--- config.mk ---
export PLATFORM = sky130hd
export DESIGN_NAME = regwin_xlate
export DESIGN_NICKNAME = d
export VERILOG_FILES = /design/src/rtl/regwin_pkg.sv /design/src/rtl/regwin_modsub.sv /design/src/rtl/regwin_state.sv /design/src/rtl/regwin_map.sv /design/src/rtl/regwin_xlate.sv
export SDC_FILE = /design/constraint.sdc
export NUM_CORES = 1
export LEC_CHECK = 0
export ABC_AREA = 1
export BUFFER_PORTS_ARGS = -buffer_cell sky130_fd_sc_hd__buf_2
export CAP_MARGIN = 30
export CORE_MARGIN = 2
export CORE_UTILIZATION = 59
export CTS_CLUSTER_DIAMETER = 150
export CTS_CLUSTER_SIZE = 30
export DETAILED_ROUTE_END_ITERATION = 16
export PLACE_DENSITY = 0.83
export SETUP_SLACK_MARGIN = 0.1
export SLEW_MARGIN = 20
export SYNTH_ARGS = -nofsm -noshare
export SYNTH_HDL_FRONTEND = slang
export SYNTH_SLANG_ARGS = --single-unit
--- constraint.sdc ---
create_clock -name clk -period 8.8 [get_ports clk]
set_input_delay 0 -clock clk [delete_from_list [all_inputs] [get_ports clk]]
set_output_delay 0 -clock clk [all_outputs]
set_load 0.02 [all_outputs]
--- src/rtl/regwin_pkg.sv ---
package regwin_pkg;
   // Field widths fixed by the command formats
   localparam int WBS_W = 7;
   localparam int WSZ_W = 7;
   localparam int RA_W  = 6;
   localparam int REG_W = 7;
   localparam int VER_W = 4;

   // Lowest register number outside any plain window
   localparam int WIN_REG_LIMIT = 64;
   // Version level at which the double flag is honoured
   localparam int DBL_MIN_VER = 3;

   // Base-set parameter layout
   localparam int BS_RCUR_LO = 12;
   localparam int BS_RSZ_LO  = 6;
   localparam int BS_RBS_LO  = 0;
   // Window-set literal layout
   localparam int WS_WSZ_LO = 5;
   localparam int WS_FIX_B  = 4;
   localparam int WS_DBL_B  = 3;

   typedef struct packed {
      logic [WBS_W-1:0] wbs;
      logic [WSZ_W-1:0] wsz;
      logic             fixd;
      logic             dbl;
      logic [RA_W-1:0]  rbs;
      logic [RA_W-1:0]  rsz;
      logic [RA_W-1:0]  rcur;
   } win_state_t;
endpackage

--- src/rtl/regwin_modsub.sv ---
module regwin_modsub #(
   parameter int W    = 10,
   parameter int MOD  = 256,
   parameter int NSUB = 1
) (
   input  logic [W-1:0] a,
   output logic [W-1:0] r
);
   localparam logic [W-1:0] MODV = W'(MOD);

   generate
      if (NSUB == 0) begin : g_pass
         assign r = a;
      end else begin : g_chain
         logic [W-1:0] stg [NSUB+1];
         assign stg[0] = a;
         for (genvar k = 0; k < NSUB; k++) begin : g_stage
            assign stg[k+1] = (stg[k] >= MODV) ? (stg[k] - MODV) : stg[k];
         end
         assign r = stg[NSUB];
      end
   endgenerate
endmodule

--- src/rtl/regwin_state.sv ---
module regwin_state
   import regwin_pkg::*;
(
   input  logic             clk,
   input  logic             rst_n,
   input  logic             cmd_win,
   input  logic             cmd_base,
   input  logic             cmd_call,
   input  logic [31:0]      cmd_param,
   input  logic [31:0]      cmd_lit,
   input  logic [VER_W-1:0] core_ver,
   input  logic             bundle_end,
   input  logic             bundle_branch,
   input  logic [1:0]       bundle_rot,
   output win_state_t       st_q,
   output logic             base_bad
);
   win_state_t      st_d;
   logic [RA_W-1:0] new_rcur, new_rsz, new_rbs;
   logic            rot_fire;

   assign new_rcur = cmd_param[BS_RCUR_LO +: RA_W];
   assign new_rsz  = cmd_param[BS_RSZ_LO  +: RA_W];
   assign new_rbs  = cmd_param[BS_RBS_LO  +: RA_W];
   assign base_bad = cmd_base && (new_rcur > new_rsz);
   assign rot_fire = bundle_end && (bundle_branch ? bundle_rot[0] : bundle_rot[1]);

   always_comb begin
      st_d = st_q;
      if (rot_fire) begin
         st_d.rcur = (st_q.rcur == st_q.rsz) ? '0 : st_q.rcur + 1'b1;
      end
      if (cmd_win) begin
         st_d.wsz  = cmd_lit[WS_WSZ_LO +: WSZ_W];
         st_d.fixd = cmd_lit[WS_FIX_B];
         if (core_ver >= VER_W'(DBL_MIN_VER)) begin
            st_d.dbl = cmd_lit[WS_DBL_B];
         end
      end
      if (cmd_call) begin
         st_d.wbs = cmd_param[WBS_W-1:0];
      end
      if (cmd_base && !base_bad) begin
         st_d.rcur = new_rcur;
         st_d.rsz  = new_rsz;
         st_d.rbs  = new_rbs;
      end
   end

   always_ff @(posedge clk or negedge rst_n) begin
      if (!rst_n) st_q <= '0;
      else        st_q <= st_d;
   end
endmodule

--- src/rtl/regwin_map.sv ---
module regwin_map
   import regwin_pkg::*;
#(
   parameter int FILE_SIZE = 256
) (
   input  win_state_t                     st,
   input  logic                           based,
   input  logic [REG_W-1:0]               rnum,
   output logic [$clog2(FILE_SIZE)-1:0]   idx,
   output logic                           oob
);
   localparam int PW    = $clog2(FILE_SIZE);
   localparam int SW    = (PW > 9) ? PW + 1 : 10;
   localparam int MAX_W = (WIN_REG_LIMIT - 1) + 2 * ((1 << WBS_W) - 1);
   localparam int MAX_B = (2 << RA_W) - 1 + 2 * ((1 << WBS_W) - 1) + 2 * ((1 << RA_W) - 1);
   localparam int NS_W  = MAX_W / FILE_SIZE;
   localparam int NS_B  = MAX_B / FILE_SIZE;

   logic [7:0]    win_lim, span, off, r8;
   logic [6:0]    rs1, diff;
   logic [8:0]    t9, span9, rot_i;
   logic [SW-1:0] sum_w, sum_b, red_w, red_b, pick;
   logic          oob_w, oob_b;

   assign r8      = {1'b0, rnum};
   assign win_lim = {st.wsz, 1'b0};

   // plain window path
   assign oob_w = (r8 >= 8'(WIN_REG_LIMIT)) || (r8 >= win_lim);
   assign sum_w = SW'(rnum) + SW'({st.wbs, 1'b0});

   // rotating path
   assign span  = {1'b0, st.rsz, 1'b0} + 8'd2;
   assign rs1   = {1'b0, st.rsz} + 7'd1;
   assign diff  = rs1 - {1'b0, st.rcur};
   assign off   = {diff, 1'b0};
   assign t9    = {2'b00, rnum} + {1'b0, off};
   assign span9 = {1'b0, span};
   assign rot_i = (t9 >= span9) ? (t9 - span9) : t9;
   assign oob_b = (r8 >= win_lim) || (r8 >= span);
   assign sum_b = SW'(rot_i) + SW'({st.wbs, 1'b0}) + SW'({st.rbs, 1'b0});

   regwin_modsub #(.W(SW), .MOD(FILE_SIZE), .NSUB(NS_W)) u_red_w (.a(sum_w), .r(red_w));
   regwin_modsub #(.W(SW), .MOD(FILE_SIZE), .NSUB(NS_B)) u_red_b (.a(sum_b), .r(red_b));

   assign pick = based ? red_b : red_w;
   assign idx  = pick[PW-1:0];
   assign oob  = based ? oob_b : oob_w;
endmodule

--- src/rtl/regwin_xlate.sv ---
module regwin_xlate
   import regwin_pkg::*;
#(
   parameter int FILE_SIZE = 256
) (
   input  logic                          clk,
   input  logic                          rst_n,
   input  logic                          xl_req,
   input  logic                          xl_based,
   input  logic [6:0]                    xl_reg,
   input  logic                          cmd_win,
   input  logic                          cmd_base,
   input  logic                          cmd_call,
   input  logic [31:0]                   cmd_param,
   input  logic [31:0]                   cmd_lit,
   input  logic [3:0]                    core_ver,
   input  logic                          bundle_end,
   input  logic                          bundle_branch,
   input  logic [1:0]                    bundle_rot,
   output logic                          xl_valid,
   output logic [$clog2(FILE_SIZE)-1:0]  xl_idx,
   output logic                          fault,
   output logic                          frame_fixed,
   output logic                          frame_dbl
);
   localparam int PW = $clog2(FILE_SIZE);

   generate
      if (FILE_SIZE < 2 || FILE_SIZE > 4096) begin : g_bad_size
         $error("regwin_xlate: FILE_SIZE out of supported range");
      end
   endgenerate

   win_state_t    st_q;
   logic          base_bad;
   logic [PW-1:0] map_idx;
   logic          map_oob;

   regwin_state u_state (
      .clk(clk), .rst_n(rst_n),
      .cmd_win(cmd_win), .cmd_base(cmd_base), .cmd_call(cmd_call),
      .cmd_param(cmd_param), .cmd_lit(cmd_lit), .core_ver(core_ver),
      .bundle_end(bundle_end), .bundle_branch(bundle_branch), .bundle_rot(bundle_rot),
      .st_q(st_q), .base_bad(base_bad)
   );

   regwin_map #(.FILE_SIZE(FILE_SIZE)) u_map (
      .st(st_q), .based(xl_based), .rnum(xl_reg),
      .idx(map_idx), .oob(map_oob)
   );

   always_ff @(posedge clk or negedge rst_n) begin
      if (!rst_n) begin
         xl_valid <= 1'b0;
         xl_idx   <= '0;
         fault    <= 1'b0;
      end else begin
         xl_valid <= xl_req;
         xl_idx   <= (xl_req && !map_oob) ? map_idx : '0;
         fault    <= (xl_req && map_oob) || base_bad;
      end
   end

   assign frame_fixed = st_q.fixd;
   assign frame_dbl   = st_q.dbl;
endmodule

==> reports/metrics.csv <==
stage;metric;value;unit
yosys;yosys_warnings;0;
layout;area_growth;19.6;%
worst_setup_path;critical_path_arrival;6.13;ns
clock_network;path_clk_slew;0.08;ns
worst_setup_path;ff2ff_path_depth;33;
timing;slew_viol_final;0;
floorplanning;die_area;7310;µm²
worst_setup_path;cp-end-kind;flop;
global_route;track_usage;0.279;
worst_setup_path;crit_path_frequent_cell;nand2_1;
timing;slew-limit-headroom;0.378;
yosys;synth_cells;486;
worst_setup_path;cpPeakStageDelay;0.46;ns
timing;finClkSkew;0.00394;ns
outcome;status;finished, final reports clean;
detailed_routing;drt_iter0_drc;205;
yosys;yosys.area.top_type_share;0.281;
global_route;use_met1;0.325;
global_route;antenna_found_initial;0;
worst_setup_path;cpMaxStageDelayCell;dfrtp_1;
floorplanning;ios;98;
timing;fmax;168;MHz
global_route;top_usage_layer;met2;
worst_setup_path;required;8.99;ns
yosys;yosys.area.top_type;dfrtp_1;
place;dp_hpwl;7.26;mm
place;place_congestion;0.978;
worst_setup_path;setup.worst_path.end;xl_idx[5];
timing;worstMarginPinSlew;0.930;ns
timing;hold_viol;0;
worst_setup_path;r2r-start;u_state.st_q[9];
yosys;synth_edf_count;0;
layout;nets;727;
global_route;met3_usage;0.0574;
floorplanning;rows;29;
yosys;synthesis.nets;638;
clock_network;cts_tree;done;
floorplanning;core_region_area;6390;µm²
yosys;synth_top_flop_cell;dfrtp_1;
yosys;avgSynthCellArea;8.06;µm²
timing;min_period_over_period;0.675;
clock_network;ctsResizeCount;0;
detailed_routing;vias;3625;
yosys;synth_seq_cells;44;
timing;grt_setup_unrepaired;no;
timing;period_needed;5.94;ns
clock_network;cts_buffers;5;
layout;antenna_cells;0;
clock_network;cts_setup_buffers;0;
global_route;grt_max_degree;32;
clock_network;clock_latency;0.30;ns
place;port_buffers;60;
detailed_routing;route.detailed.drc;0;
worst_setup_path;worstReg2RegEnd;xl_idx[5];
worst_setup_path;critPathLaunchType;flop;
floorplanning;initial_utilization;0.613;
worst_setup_path;crit_fanout;8;
floorplanning;fp.dieH;85.5;µm
detailed_routing;drt_pass1_iterations;7;
yosys;seq_area_frac_synth;0.281;
yosys;synth_cell_types;40;
clock_network;clockBufferDepth;2;
detailed_routing;avgRoutedWirePerCell;14.4;µm
clock_network;h-tree-depth;2;
yosys;async_reset_ff_frac;1.00;
worst_hold_path;holdCritPathClass;input pin to flop;
worst_setup_path;worstSetupStartpoint;u_state.st_q[9];
clock_network;cts_sinks;44;
yosys;syn-cell-area;3920;µm²
detailed_routing;vias_per_cell;5.55;
global_route;grt_pass1_wl;16.2;mm
global_route;grt_pass1_vias;3661;
worst_setup_path;ff2ff_setup_slack;2.86;ns
clock_network;holdBufCountCts;27;
clock_network;root_buffer;clkbuf_8;
detailed_routing;drt-total-wl;9.42;mm
yosys;synth_area_leaders;dfrtp_1 (28%), ha_1 (18%), nand2_1 (9.3%), inv_1 (6.7%), fa_1 (5.6%);
timing;fin_setup_tns;0;ns
global_route;gr-total-overflow;0;
floorplanning;die_w;85.5;µm
worst_setup_path;critPathKind;flop to flop;
global_route;grtUsageMet2;0.503;
timing;finalSetupViolations;0;
detailed_routing;ant_nets;0;
layout;layout-drive-gt1-share;0.160;
job;cap_violations;0;
-- synthesized netlist by cell type (2+ instances only) --
master and number:
fa_1 11, dfrtp_1 44, o21ai_0 36, xnor2_1 10, or2_2 3, a22oi_1 2
ha_1 55, nand3_1 23, nand3_2 3, a31oi_1 5, inv_1 70, nand3b_1 3
nand4_1 12, a21oi_2 2, o21ai_1 8, xor2_1 16, inv_2 2, nand2_2 6
nor2_1 23, a21oi_1 30, clkbuf_1 3, nand2_1 97, a21o_1 3, buf_2 2
o211ai_1 2
-- state kept, by name, indices dropped and copies added (netlist names) --
signal and flops:
u_state.st_q 34, xl_idx 8, fault 1, xl_valid 1
-- cell families (layout without fill, tap and decap cells) --
kind of cell,count (synthesis),after routing,share of synthesized area
simple gates,178,178,0.217
compound gates,91,91,0.129
buf+inv,79,169,0.0773
fa+ha+maj,66,66,0.232
flops,44,44,0.281
xor+xnor,26,26,0.0581
mux,2,2,0.00543
-- per-layer routing --
metal	part of all wire	up-vias	wire, µm
met2	0.50	138	4710
met5	0	-	0
li1	-	1789	-
met1	0.40	1663	3810
met3	0.062	35	588
met4	0.034	0	316
-- cell usage in the layout (no fill, tap or decap), types with 6 or more instances in the layout --
| master | count |
|---|---|
| nand2_1 | 97 |
| ha_1 | 55 |
| o21ai_0 | 36 |
| buf_2 | 60 |
| nand4_1 | 12 |
| xor2_1 | 16 |
| inv_1 | 70 |
| dfrtp_1 | 44 |
| a21oi_1 | 30 |
| fa_1 | 11 |
| o21ai_1 | 8 |
| nand2_2 | 6 |
| nor2_1 | 23 |
| nand3_1 | 23 |
| dlygate4sd3_1 | 27 |
| xnor2_1 | 10 |
-- metrics by stage --
step | hold WS [ns] | instances | cell area (µm²) | util | setup slack [ns]
floorplan | -0.296 | 486 | 3920 | - | 3.61
global placement | 0.168 | 617 | 4280 | 0.671 | 3.12
detailed placement | -0.0122 | 618 | 4300 | 0.674 | 2.97
CTS | 0.00514 | 653 | 4680 | 0.733 | 2.89
global route | 0.0278 | 653 | 4680 | 0.733 | 2.47
finish | 0.00145 | 653 | 4680 | 0.733 | 2.86
-- critical path, delay by kind of cell (launching register included) --
family / cells / cell delay (ns)
compound gates: 5 / 0.94
buf+inv: 6 / 0.51
xor+xnor: 2 / 0.33
fa+ha+maj: 6 / 2.16
flops: 1 / 0.46
simple gates: 14 / 1.42
-- final cells by class --
class / count / area, µm²
Sequential cell: 44 / 1100
Tap cell: 77 / 96.3
Inverter: 73 / 274
Timing Repair Buffer: 88 / 591
Fill cell: 488 / 1700
Clock buffer: 6 / 72.6
Multi-Input combinational cell: 363 / 2510
Clock inverter: 2 / 35.0
-- worst min path at each step --
stage	start	endpoint	slack [ns]	cells after the start
after floorplan	rst_n	fault	-0.30	0
after global placement	xl_req	xl_valid	0.17	1
after detailed placement	rst_n	xl_idx[7]	-0.01	1
after CTS	cmd_param[17]	u_state.st_q[5]	0.005	3
after global routing	cmd_param[16]	u_state.st_q[4]	0.03	3
final	cmd_param[17]	u_state.st_q[5]	0.001	3
Power is left out: the tool's default activity adds up to more than one toggle a clock period on the data nets, which glitch-free logic cannot reach.
